<file path="config.mk">
export PLATFORM = sky130hd
export DESIGN_NAME = spi_flag_irq
export DESIGN_NICKNAME = d
export VERILOG_FILES = /design/src/rtl/spi_flag_irq.sv
export SDC_FILE = /design/constraint.sdc
export NUM_CORES = 1
export LEC_CHECK = 0
export BUFFER_PORTS_ARGS = -buffer_cell sky130_fd_sc_hd__buf_4
export CAP_MARGIN = 20
export CORE_AREA = 8 8 45 47
export CTS_CLUSTER_SIZE = 24
export DETAILED_ROUTE_END_ITERATION = 10
export DIE_AREA = 0 0 53 55
export PLACE_DENSITY = 0.66
export SYNTH_ARGS = -nofsm -noshare
export SYNTH_HDL_FRONTEND = slang
export SYNTH_SLANG_ARGS = --single-unit
</file>
<file path="constraint.sdc">
create_clock -name clk -period 1.8 [get_ports clk]
set_input_delay 0.27 -clock clk [delete_from_list [all_inputs] [get_ports clk]]
set_output_delay 0.27 -clock clk [all_outputs]
set_load 0.01 [all_outputs]
</file>
<file path="src/rtl/spi_flag_irq.sv">
module spi_flag_irq (
  input  logic       clk,
  input  logic       rst_n,
  input  logic       spi_en,
  input  logic       master_mode,
  input  logic       ss_n,
  input  logic       load_evt,
  input  logic       rx_done,
  input  logic       stat_rd,
  input  logic       data_rd,
  input  logic       data_wr,
  input  logic       ctrl_wr,
  input  logic [3:0] ctrl_wdata,
  output logic [3:0] status,
  output logic       rx_load,
  output logic       irq_tx,
  output logic       irq_rxerr
);
  localparam int TXIE = 0;
  localparam int RXIE = 1;
  localparam int ERIE = 2;
  localparam int MFEN = 3;

  logic [3:0] ctl_q;
  logic tx_empty, rx_full, ovf, modf;
  logic rx_arm, ovf_arm, modf_arm;
  logic fault_now;

  assign fault_now = master_mode & ~ss_n & ctl_q[MFEN];
  assign rx_load   = rx_done & ~rx_full;
  assign status    = {modf, ovf, rx_full, tx_empty};

  assign irq_tx    = tx_empty & ctl_q[TXIE];
  assign irq_rxerr = (rx_full & ctl_q[RXIE] & spi_en)
                   | ((ovf | modf) & ctl_q[ERIE] & ctl_q[RXIE]);

  always_ff @(posedge clk) begin
    if (!rst_n) begin
      ctl_q    <= '0;
      tx_empty <= 1'b1;
      rx_full  <= 1'b0;
      ovf      <= 1'b0;
      modf     <= 1'b0;
      rx_arm   <= 1'b0;
      ovf_arm  <= 1'b0;
      modf_arm <= 1'b0;
    end else begin
      if (ctrl_wr) ctl_q <= ctrl_wdata;

      if (data_wr)       tx_empty <= 1'b0;
      else if (load_evt) tx_empty <= 1'b1;

      rx_full <= (rx_done & ~rx_full) | (rx_full & ~(data_rd & rx_arm));
      ovf     <= (rx_done & rx_full) | (ovf & ~(data_rd & ovf_arm));
      modf    <= fault_now | (modf & ~(ctrl_wr & modf_arm));

      if (data_rd)                rx_arm <= 1'b0;
      else if (stat_rd & rx_full) rx_arm <= 1'b1;

      if (data_rd)            ovf_arm <= 1'b0;
      else if (stat_rd & ovf) ovf_arm <= 1'b1;

      if (fault_now | ctrl_wr) modf_arm <= 1'b0;
      else if (stat_rd & modf) modf_arm <= 1'b1;
    end
  end
endmodule


</file>
== Word level (Yosys, flattened, before mapping) ==
Cells that the tools add are included.

* Reductions and logical operators: 3
* Equal/unequal tests: 0
* Multipliers: 0
* Mux-type cells: 2
* Shift operators: 0
* Add/subtract/negate cells: 0
* Div/mod/pow operators: 0
* $lt $le $gt $ge: 0
* Bitwise logic cells: 30

{| class="wikitable"
|+ Operators with widths
! cell !! count
|-
| $and A1 B1 Y1 || 18
|-
| $not A1 Y1 || 6
|-
| $or A1 B1 Y1 || 6
|-
| $reduce_or A2 Y1 || 2
|-
| $mux W1 || 2
|-
| $reduce_bool A2 Y1 || 1
|}

* Logic and storage cells: 43
* ROM bits: 0
* Bits of input ports: 15
* Output and inout port bits: 7
* Latch bits: 0
* Memories: 0
* Memory bits (writable): 0
* Flip-flop bits (word level): 11

== Depth between registers and ports, before layout ==
* Depth after elaboration: 5
* Gate-level depth with buffers: 3
* Depth with buffers taken out: 2

== Worst setup path before layout ==
OpenSTA, ideal clock, no wires.

* Kind: reg-to-output
* Start point: reg rx_full
* End point: out irq_rxerr
* Arrival: 733 ps
* Path buffers: 0
* Path slack: 797 ps
* Cell stages (with the launch flop): 3
* Data required time: 1530 ps
* Cells stage by stage: dfxtp_1 > nand2_1 > a21boi_0

* Word-level cells in the longest chain between the ends: 3

{| class="wikitable"
|+ RTL lines
! item !! RTL line !! source
|-
| start: declaration || 25 || <nowiki>logic tx_empty, rx_full, ovf, modf;</nowiki>
|-
| start signal: assignment || 53 || <nowiki>rx_full <= (rx_done & ~rx_full) | (rx_full & ~(data_rd & rx_arm));</nowiki>
|-
| $and A1 B1 Y1 (2 in series) || 34 || <nowiki>assign irq_rxerr = (rx_full & ctl_q[RXIE] & spi_en)</nowiki>
|-
| $or A1 B1 Y1 || 35 || <nowiki>| ((ovf | modf) & ctl_q[ERIE] & ctl_q[RXIE]);</nowiki>
|-
| end: declaration || 17 || <nowiki>output logic irq_rxerr</nowiki>
|}

Every way passes these cells.

== Worst setup path in the final report ==
Same ends and word-level chain as after synthesis.

==> metrics.txt <==
num ports=22; ANT nets after route=0; GR met2 Demand/Resource=between 10% and 20%; Critical Path Max Stage Delay=around 420 ps; LEAKAGE=between 0.2 and 0.3 nW; worst hold path startpoint=data_wr; max_slew headroom=87.4%; initial DRC count=0; TritonCTS clock tree=done; post-synth cell types=16; Reg clk slew, reported paths=approximately 70 ps; Critical Path AT=1050 ps; DR pass1 iterations=1; ANT cells=0; Die X=between 50 and 60 um; register area=~220 sq um; CP required=between 1500 and 2000 ps; Worst path slowest cell=dfxtp_1; number of synthesized flops with an enable pin=0; fin nets=82; largest net degree at the start of global routing=11; Final Critical Period=1320 ps; global route overflow=0; Setup crit end kind=output port; startpoint types=flop; Port Buffers=21; Int Pwr=0.385 mW; Die Y=about 55 um; area of the multi-input gates=203 sq um; Clock Latency Late Sink=between 200 and 300 ps; async set-reset flop share out of synthesis=0%; Final Slew Violations=0; Hold Path Cell Cnt=2; H-Tree Depth=1; RSZ-0062 raised after global routing=no; area leader, netlist=dfxtp_1; Yosys top cell area share=around 48%; Fin Clk Skew=around 9.4 ps; top cells by area, synth=dfxtp_1 48%, mux2i_1 8.7%, buf_4 8.2%, nor2b_1 6.8%, a21boi_0 4.9%; post-synthesis instance area=around 460 sq um; Area growth syn-to-layout=36.1%; largest fanout on the critical path=7; Final Hold Violating Endpoints=0; Synth Instances=46; max cap viols=0; Least-Margin Pin Slew=189 ps; grt met3 use=under 10%; sequential power share=52.7%; Initial Util=between 30% and 40%; CTS Buf Count=3; top cells by count, synth=11 x dfxtp_1, 5 x buf_4, 5 x nor2b_1, 4 x mux2i_1; placed cell area=~600 sq um; critical path class=reg -> out; All-Layer GR Usage=roughly 7.3%; RePlAce Congestion=about 0.73; vias in the first global route=around 390; total die area=about 2900 sq um; # setup viols final=0; CTS resizes=0; fmax=between 700 and 800 MHz; dpl cells=78; Vias=375; status=complete, no violations; sequential share of the synthesized area=47.8%; pwr/cell area=around 800 nW/um^2; Syn Area/Cell=~10 sq um; maximum root-to-sink buffer count=2; Synth Warn #=0; critical path cell sequence=nand2_1, a21boi_0, buf_4; Hold Buf Count CTS=0; layout cells sized above 1=between 30 and 40%; post-CTS setup buffer count=0; CTS sink count=11; setup TNS=0 ps; reg-to-reg setup timing slack=about 960 ps; Sw Share=a little under a quarter; Setup Slack @ Placement=about 750 ps; grt met1 use=between 7 and 8%; DR WL/cell=approximately 12 um; Reg-to-Reg Start=ctl_q[3]$_SDFFE_PN0P_; maximum vdd drop=0.000380 V; net count after synthesis=61; Final Non-Filler Cells=slightly above 80; initial antenna violation count=0; Rows=14; most common cell in the synthesized netlist=dfxtp_1; Final period util=approximately 73%; worst min path class=in -> reg; Fill cells=roughly 150; flops & latches, synth=11; DRC viols=0; first-pass GRT wire length=1520 um; final worst slack=478 ps; final instance area=around 630 sq um; clock share of power=33.1%; commonest register cell after synthesis=dfxtp_1; path depth of the worst reg2reg path=2; Hold Path End=tx_empty$_SDFFE_PN1P_; Worst R2R End=modf_arm$_SDFFE_PP0P_; area of the core=roughly 1400 sq um; logic gate share of total power=about 14%; Net Sw Power=approximately 0.11 mW; busiest grt layer=met2; fin util=a little under half; final WL=985 um; clock root cell=clkbuf_4; via density per instance=between 4 and 5
-- cell type report --
| class | count | share of cell area, % |
|---|---|---|
| Clock buffer | 4 | 4.19 |
| Multi-Input combinational cell | 30 | 32.3 |
| Sequential cell | 11 | 35.1 |
| Tap cell | 16 | 3.19 |
| Timing Repair Buffer | 21 | 25.1 |
-- logic make-up (layout without fill, tap and decap cells) --
group | Yosys count | count (layout) | synth area share, %
flip-flops | 11 | 11 | 47.8
buffers and inverters | 5 | 25 | 8.15
AO/OA/AOI/OAI | 12 | 12 | 16.6
multiplexers | 4 | 4 | 8.70
AND/OR/NAND/NOR | 14 | 14 | 18.8
-- registers in the layout (all words and copies together) (netlist names) --
name	flops
modf_arm	1
rx_full	1
modf	1
tx_empty	1
ovf_arm	1
ctl_q	4
ovf	1
rx_arm	1
-- worst max-delay path, delay by kind of cell (launching register included) --
family | cells | cell delay [ps]
flops | 1 | 420
buf+inv | 1 | 150
simple gates | 1 | 60
compound gates | 1 | 150
-- per-layer routing --
metal,vias to the layer above,share of wire (%)
met3,0,11
li1,194,-
met5,-,0
met4,0,0
met2,17,46
met1,164,42
-- through the flow --
stage | power (mW) | hold slack [ps]
finish | 0.500 | 194
global route | 0.528 | 188
CTS | 0.507 | 194
detailed placement | 0.341 | 435
global placement | 0.340 | 437
floorplan | 0.305 | 346
-- power by group through the flow --
| stage | clock network [mW] | logic (mW) | registers [mW] |
|---|---|---|---|
| after floorplan | 0 | 0.0377 | 0.267 |
| after global placement | 0 | 0.0712 | 0.269 |
| after detailed placement | 0 | 0.0721 | 0.269 |
| after CTS | 0.171 | 0.0721 | 0.263 |
| after global routing | 0.184 | 0.0781 | 0.265 |
| final | 0.166 | 0.0707 | 0.263 |
-- worst max path at each step --
stage | from | endpoint | slack [ps] | cells after the start
final | rx_full$_SDFF_PN0_ | irq_rxerr | 480 | 3
after global placement | modf$_SDFF_PN0_ | irq_rxerr | 760 | 3
after global routing | rx_full$_SDFF_PN0_ | irq_rxerr | 310 | 3
after detailed placement | modf$_SDFF_PN0_ | irq_rxerr | 750 | 3
after floorplan | rx_full$_SDFF_PN0_ | irq_rxerr | 800 | 2
after CTS | modf$_SDFF_PN0_ | irq_rxerr | 470 | 3
-- cells in the final DEF, fill, tap and decap left out, drive strengths merged --
master,instances
a21bo,1
a21boi,3
a21oi,3
a31oi,1
and2,1
and3b,1
buf,21
clkbuf,4
dfxtp,11
mux2i,4
nand2,2
nand2b,1
nor2,3
nor2b,5
nor4b,1
o21a,1
o21ai,3
Note: power is estimated with default switching activity, not from simulation.
